File: src/rtl/uart_rx_errstat.sv
module uart_rx_errstat #(
  parameter int OVS   = 16,
  parameter int DEPTH = 16
) (
  input  logic       clk,
  input  logic       rst_n,
  input  logic       tick,
  input  logic       rxd,
  input  logic       par_flag_in,
  input  logic       en_stb,
  input  logic       en_val,
  input  logic       rx_rst_stb,
  input  logic       err_clr_stb,
  input  logic       acc_stb,
  input  logic       acc_val,
  input  logic       rd_stb,
  output logic [7:0] rd_data,
  output logic       rd_brk,
  output logic       rd_frm,
  output logic       rd_par,
  output logic       rx_empty,
  output logic       rx_full,
  output logic       st_brk,
  output logic       st_frm,
  output logic       st_par,
  output logic       st_ovr
);
  localparam int AW   = $clog2(DEPTH);
  localparam int CW   = $clog2(OVS);
  localparam int HALF = OVS / 2;

  typedef enum logic [1:0] {S_IDLE, S_START, S_DATA, S_STOP} rx_st_t;

  rx_st_t         state;
  logic [CW-1:0]  cnt;
  logic [2:0]     nbit;
  logic [7:0]     shreg;
  logic           rx_en, acc_mode;
  logic [10:0]    mem [DEPTH];
  logic [AW-1:0]  wp, rp;
  logic [AW:0]    count;

  logic        abort, char_done, push, pop, ovr_set, last_tick;
  logic [10:0] entry, head;
  logic [2:0]  flag_set;

  assign abort     = rx_rst_stb | (en_stb & ~en_val);
  assign last_tick = tick & (cnt == CW'(OVS - 1));
  assign char_done = (state == S_STOP) & last_tick & ~abort;
  assign entry     = {~rxd & (shreg == 8'h00), ~rxd, par_flag_in, shreg};
  assign rx_empty  = (count == '0);
  assign rx_full   = (count == (AW+1)'(DEPTH));
  assign push      = char_done & ~rx_full;
  assign ovr_set   = char_done & rx_full;
  assign pop       = rd_stb & ~rx_empty & ~rx_rst_stb;
  assign head      = mem[rp];
  assign {rd_brk, rd_frm, rd_par, rd_data} = head;
  assign flag_set  = acc_mode ? (push ? entry[10:8] : 3'b000)
                              : (pop  ? head[10:8]  : 3'b000);

  always_ff @(posedge clk or negedge rst_n) begin
    if (!rst_n) begin
      rx_en    <= 1'b0;
      acc_mode <= 1'b0;
    end else begin
      if (en_stb)  rx_en    <= en_val;
      if (acc_stb) acc_mode <= acc_val;
    end
  end

  always_ff @(posedge clk or negedge rst_n) begin
    if (!rst_n) begin
      state <= S_IDLE;
      cnt   <= '0;
      nbit  <= '0;
      shreg <= '0;
    end else if (abort) begin
      state <= S_IDLE;
      cnt   <= '0;
    end else if (tick) begin
      case (state)
        S_IDLE: if (rx_en && !rxd) begin
          state <= S_START;
          cnt   <= '0;
        end
        S_START: if (cnt == CW'(HALF - 1)) begin
          cnt  <= '0;
          nbit <= '0;
          state <= rxd ? S_IDLE : S_DATA;
        end else cnt <= cnt + 1'b1;
        S_DATA: if (last_tick) begin
          shreg <= {rxd, shreg[7:1]};
          cnt   <= '0;
          nbit  <= nbit + 1'b1;
          if (nbit == 3'd7) state <= S_STOP;
        end else cnt <= cnt + 1'b1;
        default: if (last_tick) begin
          state <= S_IDLE;
          cnt   <= '0;
        end else cnt <= cnt + 1'b1;
      endcase
    end
  end

  always_ff @(posedge clk) begin
    if (push) mem[wp] <= entry;
  end

  always_ff @(posedge clk or negedge rst_n) begin
    if (!rst_n) begin
      wp    <= '0;
      rp    <= '0;
      count <= '0;
    end else if (rx_rst_stb) begin
      wp    <= '0;
      rp    <= '0;
      count <= '0;
    end else begin
      if (push) wp <= (wp == AW'(DEPTH - 1)) ? '0 : wp + 1'b1;
      if (pop)  rp <= (rp == AW'(DEPTH - 1)) ? '0 : rp + 1'b1;
      if (push && !pop)      count <= count + 1'b1;
      else if (pop && !push) count <= count - 1'b1;
    end
  end

  always_ff @(posedge clk or negedge rst_n) begin
    if (!rst_n) begin
      {st_brk, st_frm, st_par, st_ovr} <= '0;
    end else if (err_clr_stb) begin
      {st_brk, st_frm, st_par, st_ovr} <= '0;
    end else begin
      {st_brk, st_frm, st_par} <= {st_brk, st_frm, st_par} | flag_set;
      if (ovr_set) st_ovr <= 1'b1;
    end
  end

  assert_false_start_R1: assert property (@(posedge clk) disable iff (!rst_n)
    (state == S_START && tick && cnt == CW'(HALF - 1) && rxd && !abort) |=> state == S_IDLE);

  assert_drop_when_full_R4: assert property (@(posedge clk) disable iff (!rst_n)
    (char_done && rx_full && !pop && !rx_rst_stb && !err_clr_stb) |=> (st_ovr && rx_full));

  assert_clear_wins_R7: assert property (@(posedge clk) disable iff (!rst_n)
    err_clr_stb |=> !(st_brk || st_frm || st_par || st_ovr));

  assert_reset_empties_R9: assert property (@(posedge clk) disable iff (!rst_n)
    rx_rst_stb |=> rx_empty);

  assert_quiet_when_off_R11: assert property (@(posedge clk) disable iff (!rst_n)
    (!rx_en && state == S_IDLE) |=> state == S_IDLE);

  always_ff @(posedge clk) begin
    if (rst_n) assert_count_bound_R3: assert (count <= (AW+1)'(DEPTH));
  end
endmodule

File: config.mk
export PLATFORM = sky130hd
export DESIGN_NAME = uart_rx_errstat
export DESIGN_NICKNAME = d
export VERILOG_FILES = /design/src/rtl/uart_rx_errstat.sv
export SDC_FILE = /design/constraint.sdc
export NUM_CORES = 1
export LEC_CHECK = 0
export ABC_AREA = 0
export BUFFER_PORTS_ARGS = -buffer_cell sky130_fd_sc_hd__buf_4
export CORE_UTILIZATION = 56
export DETAILED_ROUTE_END_ITERATION = 16
export PLACE_DENSITY = 0.78
export SLEW_MARGIN = 20
export SYNTH_ARGS = -nofsm -noshare
export SYNTH_HDL_FRONTEND = slang
export SYNTH_SLANG_ARGS = --single-unit
File: constraint.sdc
create_clock -name clk -period 3.12 [get_ports clk]
set_input_delay 0.468 -clock clk [delete_from_list [all_inputs] [get_ports clk]]
set_output_delay 0.468 -clock clk [all_outputs]
set_load 0.02 [all_outputs]
==> metrics list, run 1 <==
- The flow ran to the end, and the final reports show no timing, DRC or antenna violations.
* Worst min-delay path startpoint: err_clr_stb
- Share of total power in combinational logic: 1.1%
- In this run switching power makes up 18.80% of total power.
* Number of antenna cells inserted: 0
- Global-route wire length before repair: 28.07 mm
- The first detailed-routing pass ran for 4 iterations.
* Source of the worst register-to-register timing path: cnt[0]
* Number of distinct standard cells referenced by the synthesized netlist: 51
- The critical path in this run is classified as reg2out.
- The hold violation count in the final report was 0.
- Fraction of post-synthesis cell area in the top cell type by area: 59.38%
- TritonCTS built the clock tree.
- In this run the cell area of the synthesized design comes to 8900 um2.
- Between clock sinks in the finished design, the worst skew comes to 9.322 ps.
* Clock period minus final worst setup slack: 3001 ps
* Number of cells traversed by the worst hold path: 2
- For this design the top-level I/O count stands at 29.
* Post-placement setup slack: 54.03 ps
- Reported net switching power: 1.080 mW
- Registers are responsible for 53.0% of the overall power.
* Internal power of the cells: 4.663 mW
- The commonest cells after synthesis are sky130_fd_sc_hd__edfxtp_1, sky130_fd_sc_hd__dfrtp_1, sky130_fd_sc_hd__mux2i_1, sky130_fd_sc_hd__nand2_1, sky130_fd_sc_hd__mux4_2.
* Detailed Route WL: 17.76 mm
* Unrepaired setup endpoints after global routing: no
- Fraction of final layout cells with drive strength greater than 1: 23.31%
- After floorplanning, the core was sized to cover 15370 um2.
- After floorplanning, the core was divided into 45 placement rows.
* H-Tree Depth: 1
- Peak supply drop: 0.0003612 V
- Fin crit share: 96.20%
* Number of storage elements in the synthesis netlist: 212
* Maxcap violations: 0
* Vias per cell: 6.175
- TritonCTS buffer count: 22
- Sequential share of the synthesized area: 69.51%
* Total number of nets in the final design: 615
- Measured along the y axis, the die boundary spans 128.1 um.
- Cells taking the most area after synthesis: sky130_fd_sc_hd__edfxtp_1, sky130_fd_sc_hd__dfrtp_1, sky130_fd_sc_hd__mux4_2, sky130_fd_sc_hd__mux2i_1, sky130_fd_sc_hd__ha_1
* Net count after synthesis: 564
- Adding up every negative setup slack in the final design gives 0 ps.
- Avg Cell Area, Syn: 16.51 um2
- The detailed router placed 5039 vias in this run.
- Counting along the longest clock path gives a buffer depth of 3.
- Once detail routing completed, the nets flagged for antenna violations numbered 0.
- Number of setup violations in the final report: 0
- Entering global routing, the biggest net connects 37 pins.
* Final total power: 5.743 mW
* EDFF count, synth: 176
* Post-synth top flop: sky130_fd_sc_hd__edfxtp_1
* Starting density of the core: 57.90%
- Vias in the first global route: 5090
- The tree built by TritonCTS fans out to 212 sinks.
- In the final routed layout, each cell accounts on average for 21.76 um.
- Beginning of the critical path: rp[0]
- DIE AREA: 16400 um2
* Final Worst Setup Slack: 118.6 ps
* Highest clock rate: 333.2 MHz
- For this design the ratio of total power to cell area is 563.2 nW/um2.
- Data on the critical path is required at its endpoint by 2650 ps.
- From left edge to right edge, the die measures 128.1 um.
- Worst-case headroom to the max-slew limit: 54.31%
* Final design instance area without fill: 10200 um2
- For this run the aggregate overflow at the end of global routing stands at 0.
- Cells after synthesis: 539
- STA puts the critical path data arrival time at 2530 ps.
- Clock Root Buffer: sky130_fd_sc_hd__clkbuf_16
- Total of buffers placed on input and output ports: 28
- Cell leakage power: 3.802 nW
* Share of flip-flops with an asynchronous set or reset after synthesis: 16.98%
- Count of warnings emitted by yosys: 0
- Critical path peak fanout: 30
* # DRC: 0
* Clock network latency to the later pin of the worst-skew pair: 500 ps
- The number of max-slew violations in the final report was 0.
- FF-to-FF path depth: 11
- Total cell area at the placement stage: 9440 um2
* Critical path capture point type: output pin
- Tightest Pin Transition: 685.4 ps
- In the post-synthesis netlist, the cell with the most instances is sky130_fd_sc_hd__edfxtp_1.
* Clock network power share: 45.9%
- The worst setup path is launched from a flop.
- Placer Congestion: 0.8607
- Number of antenna violations at the first check in global routing: 0
- The path class of the tightest hold or removal check is in2reg.
- HPWL reported at the end of detailed placement: 11.25 mm
- Biggest area consumer among synthesized cells: sky130_fd_sc_hd__edfxtp_1
- Hold timing on the final database bottoms out at a slack of 170.3 ps.
* Worst-path clk slew: 60 ps
- Number of fillers in the final layout: 992
- In this run, the number of DRC markers left after iteration 0 of detailed routing was 415.
* Total routing resource utilization after global routing: 22.87%
- Relative to the synthesized area, the layout overhead comes to 14.56%.
[layout make-up]
type / count / area, um2 / share of cell area [%]
inverters: 7 / 26.28 / 0.2577
multi-input cells: 294 / 2571 / 25.22
clock inverters: 11 / 133.9 / 1.313
flip-flops and latches: 212 / 6190 / 60.71
well taps: 211 / 264.0 / 2.589
repair buffers: 53 / 416.7 / 4.086
clock buffers: 28 / 594.3 / 5.829
[through the flow]
step / util, % / instances
after floorplan: - / 539
after global placement: 61.42 / 775
after detailed placement: 61.42 / 775
after CTS: 66.29 / 816
after global routing: 66.33 / 816
final: 66.33 / 816
[power groups by stage]
stage	sequential (mW)	clock, mW	combinational [mW]
CTS	3.04	2.68	0.0645
floorplan	3.10	0	0.0256
global route	3.04	2.79	0.0712
finish	3.04	2.63	0.0647
detailed placement	3.10	0	0.0633
global placement	3.10	0	0.0607
[worst paths after layout]
path	endpoint	slack, ps
min in group asynchronous	rp[2]	480
max in group asynchronous	rp[0]	2270
setup / recovery	rd_data[7]	120
setup reg to reg	count[4]	140
hold / removal	st_ovr	170
hold reg to reg	nbit[1]	510
[sequential cells by signal, indices dropped and copies added (netlist names)]
name	count
count	5
shreg	8
mem	176
rx_en	1
st_brk	1
st_frm	1
rp	4
st_ovr	1
st_par	1
cnt	4
wp	4
state	2
acc_mode	1
nbit	3
[timing repair]
| action | in CTS | in global routing |
|---|---|---|
| setup endpoints to repair | 2 | 6 |
| pin swaps | 0 | 0 |
| hold buffers | 1 | 0 |
| endpoints found under the hold margin | 36 | 0 |
| setup buffers | 1 | 0 |
| resized for setup | 0 | 2 |
[per-layer routing]
layer	share of wire, %	track usage (%)
met2	51	37.21
met3	6.2	3.464
met1	41	31.90
met4	2.2	7.889
met5	0	0
[critical path, stage by stage, from the launching register on]
cell,delay (ps)
sky130_fd_sc_hd__dfrtp_4,630
sky130_fd_sc_hd__buf_12,290
sky130_fd_sc_hd__mux2i_1,110
sky130_fd_sc_hd__a221oi_1,510
sky130_fd_sc_hd__o21ai_0,180
sky130_fd_sc_hd__nand2_1,140
sky130_fd_sc_hd__buf_4,150
[cells in the final DEF (no fill, tap or decap), types with 11 or more instances in the layout]
cell / Yosys / routed
sky130_fd_sc_hd__and2_1: 19 / 19
sky130_fd_sc_hd__nor2_1: 15 / 15
sky130_fd_sc_hd__a221oi_1: 17 / 17
sky130_fd_sc_hd__edfxtp_1: 176 / 176
sky130_fd_sc_hd__mux2_2: 12 / 12
sky130_fd_sc_hd__nand2_1: 29 / 29
sky130_fd_sc_hd__mux2i_1: 32 / 32
sky130_fd_sc_hd__o21ai_0: 22 / 22
sky130_fd_sc_hd__ha_1: 12 / 12
sky130_fd_sc_hd__buf_4: 6 / 50
sky130_fd_sc_hd__a22oi_1: 11 / 11
sky130_fd_sc_hd__dfrtp_1: 36 / 35
sky130_fd_sc_hd__a21oi_1: 16 / 15
sky130_fd_sc_hd__clkbuf_16: 0 / 23
sky130_fd_sc_hd__mux4_2: 28 / 28
sky130_fd_sc_hd__nand3_1: 13 / 13
[cell families (layout without fill, tap and decap cells)]
logic type	after synthesis	in the layout	synth area share, %
flops	212	212	69.51
simple gates	119	119	7.620
compound gates	85	85	6.453
mux	73	73	12.37
buf+inv	33	99	1.743
fa+ha+maj	13	13	1.912
xor+xnor	4	4	0.3936
Note: power is estimated with default switching activity, not from simulation.
==> run 2, diff against run 1 <==
- ABC_CLOCK_PERIOD_IN_PS: default -> 3120
- CTS_BUF_LIST: default -> sky130_fd_sc_hd__clkbuf_4 sky130_fd_sc_hd__clkbuf_8 sky130_fd_sc_hd__clkbuf_16
- SETUP_SLACK_MARGIN: default -> 0.4
==> metrics list, run 2 (same netlist as run 1, synthesis figures left out) <==
* Status: finished, final reports clean
- For this block, the routed nets add up to 21.48 mm of wire.
* Number of antenna cells inserted: 0
* Std-Cell Rows: 45
* Accumulated negative setup slack: 0 ps
- Leaving out fill and tap cells, the most frequent cell in the layout is sky130_fd_sc_hd__edfxtp_1.
* Delay of the slowest critical-path stage: 560 ps
* Maximum number of pins on one net before global-route repair: 37
* TritonCTS clock tree: done
- STA classifies the critical path endpoint as a flop.
- The area growth from synthesis to layout is 23.41%.
- The analysis attributes to cell leakage a power of 4.107 nW.
- After layout, the worst setup slack is 299.6 ps.
* List of cells traversed by the critical path: or4_4 > o21a_4 > nor4_4 > inv_2 > fa_2 > a21o_1 > a21oi_4 > nor4_4 > a21oi_2 > mux2_4
- Core Box Area: 15370 um2
* Peak supply drop: 0.0003753 V
- Total routing resource utilization after global routing: 25.50%
- Data on the critical path is required at its endpoint by 3510 ps.
- After detailed routing, the number of vias per cell comes to 6.365.
- Across the run, the number of max-cap violations was 0.
* Category of the most critical setup path: reg2reg
- The number of max-slew violations in the final report is 0.
* Source of the worst register-to-register timing path: count[0]
- Flip-flop count of the largest register after layout: 176
* Library cell appearing most often on the critical path: sky130_fd_sc_hd__nor4_4
- Register bank with the most flops: mem
- Worst-path clk slew: 60 ps
- The library cells used most frequently in the layout, excluding fill and tap cells, are sky130_fd_sc_hd__edfxtp_1, sky130_fd_sc_hd__buf_4, sky130_fd_sc_hd__dfrtp_1.
- The initial utilization of the core area, before any placement, comes to 57.90%.
- Worst-case headroom to the max-slew limit: 58.13%
- Across all layers, the routed design uses 5385 vias.
- Clock tree synthesis inserted a total of 22 buffers.
* Placer Congestion: 0.8803
- Worst min-delay path startpoint: err_clr_stb
- H-Tree Depth: 1
* Beginning of the critical path: count[0]
- Crit-path leading delay family: simple AND/OR/NAND/NOR gates
- The largest registers in the layout are mem: 176 flops, shreg: 8 flops, count: 5 flops.
- FF-to-FF path depth: 10
- Measured along the x axis, the die boundary spans 128.1 um.
- Setup violations remaining at the end of the flow were counted as 0.
* Share of total power in combinational logic: 1.1%
- Reported net switching power: 1.156 mW
- The number of buffers and inverters on the critical path is 1.
* Total of buffers placed on input and output ports: 28
* Fin crit share: 90.40%
- The via count of the first global-routing pass came to 5385.
- Critical Path Start Type: flop
- The critical path runs through a total of 10 cells.
* Clk_skew: 15.75 ps
* Clock network latency to the later pin of the worst-skew pair: 510 ps
- Fraction of final layout cells with drive strength greater than 1: 34.96%
- Num ports: 29
- Along the worst path, the maximum fanout reaches 4.
* Final global-route overflow total: 0
* Switching power as a share of total power: 19.00%
- The hold violation count in the final report came to 0.
* Post-placement setup slack: 41.05 ps
* Tightest Pin Transition: 628.0 ps
* Total number of nets in the final design: 644
- HPWL reported at the end of detailed placement: 11.33 mm
- Antenna violation net count after detailed routing: 0
- For this run, design rule violations remaining after detail routing come to 0.
- Unrepaired setup endpoints after global routing: yes
- Proportion of power drawn by flip-flops and latches: 50.0%
- Highest clock rate: 354.6 MHz
- The first global-routing pass estimated 30.48 mm of wire.
* WP data arrival: 3210 ps
- The root buffer cell chosen for the clock tree is sky130_fd_sc_hd__clkbuf_16.
* Internal power of the cells: 4.929 mW
- The clock passes through at most 3 buffers.
* Critical Path Slowest Stage Cell: sky130_fd_sc_hd__or4_4
- Number of fillers in the final layout: 887
- Number of antenna violations at the first check in global routing: 0
* CTS sink cnt: 212
- Number of cells traversed by the worst hold path: 2
- The clock network accounts for 48.9% of the total power.
* Chip height: 128.1 um
- DIE AREA: 16400 um2
- In this run, the number of DRC markers left after iteration 0 of detailed routing was 700.
* Average wire per cell in the routed design: 25.39 um
- The worst path in the final design needs a cycle of 2820 ps, including I/O delays and setup.
- The first detailed-routing pass ran for 5 iterations.
- The min-delay analysis places its worst path in the category in2reg.
- Power density of the placed cells: 554.1 nW/um2
[run 2: cell types whose count changed in the layout (fill, tap and decap cells not counted), moves of 9 or more]
cell | before | now
sky130_fd_sc_hd__buf_4 | 50 | 60
sky130_fd_sc_hd__a22oi_2 | 0 | 9
sky130_fd_sc_hd__buf_6 | 1 | 10
sky130_fd_sc_hd__a221oi_2 | 0 | 11
sky130_fd_sc_hd__a22oi_1 | 11 | 2
sky130_fd_sc_hd__a221oi_1 | 17 | 2
[run 2: cell type report]
type                    instances  area [um2]  area share (%)
clock buffers                  25       590.6           5.377
clock inverters                15       239.0           2.176
inverters                       7       26.28          0.2392
multi-input cells             294        2845           25.91
flip-flops and latches        212        6195           56.40
well taps                     211       264.0           2.404
repair buffers                 82       823.3           7.496
[run 2: routing by layer]
| layer | vias to the layer above | track usage, % | part of all wire, % |
|---|---|---|---|
| met5 | - | 0 | 0 |
| met4 | 0 | 13.36 | 2.6 |
| met3 | 46 | 4.299 | 7.4 |
| met2 | 276 | 40.95 | 51 |
| met1 | 2757 | 33.82 | 39 |
| li1 | 2306 | - | - |
[run 2: through the flow]
step / power, mW / cells / util [%] / area [um2] / hold slack [ps]
final: 6.085 / 846 / 71.45 / 10980 / 166.3
after floorplan: 3.129 / 539 / - / 8904 / 172.4
after global placement: 3.163 / 777 / 61.62 / 9472 / 449.6
after global routing: 6.218 / 846 / 71.45 / 10980 / 176.5
after CTS: 6.078 / 832 / 69.05 / 10610 / 165.3
after detailed placement: 3.166 / 777 / 61.62 / 9472 / 458.4
[run 2: path summary, 6_finish.rpt]
kind                            slack [ps]       end
worst max register to register         300  count[4]
max in group asynchronous             2310    cnt[0]
worst min-delay path                   170    st_ovr
worst max-delay path                   300  count[4]
min in group asynchronous              450     rx_en
worst min register to register         510     rx_en
[run 2: what timing repair did]
action / CTS / global route
pin swaps: 9 / 22
setup buffers: 11 / 12
cloned: 3 / 2
endpoints found under the hold margin: 36 / 0
endpoints found under the setup margin: 56 / 46
hold buffers: 1 / 0
resized for setup: 30 / 48
[run 2: worst register-to-register path: stages, from the launching register on]
cell	delay [ps]
sky130_fd_sc_hd__dfrtp_2	400
sky130_fd_sc_hd__or4_4	560
sky130_fd_sc_hd__o21a_4	250
sky130_fd_sc_hd__nor4_4	190
sky130_fd_sc_hd__inv_2	110
sky130_fd_sc_hd__fa_2	360
sky130_fd_sc_hd__a21o_1	200
sky130_fd_sc_hd__a21oi_4	170
sky130_fd_sc_hd__nor4_4	50
sky130_fd_sc_hd__a21oi_2	110
sky130_fd_sc_hd__mux2_4	310
[run 2: power by group through the flow]
stage                     Clock (mW)  Sequential (mW)  Combinational (mW)
after floorplan                    0             3.10              0.0256
after global placement             0             3.10              0.0606
final                           2.98             3.04              0.0641
after global routing            3.11             3.04              0.0698
after detailed placement           0             3.10              0.0625
after CTS                       2.97             3.04              0.0638
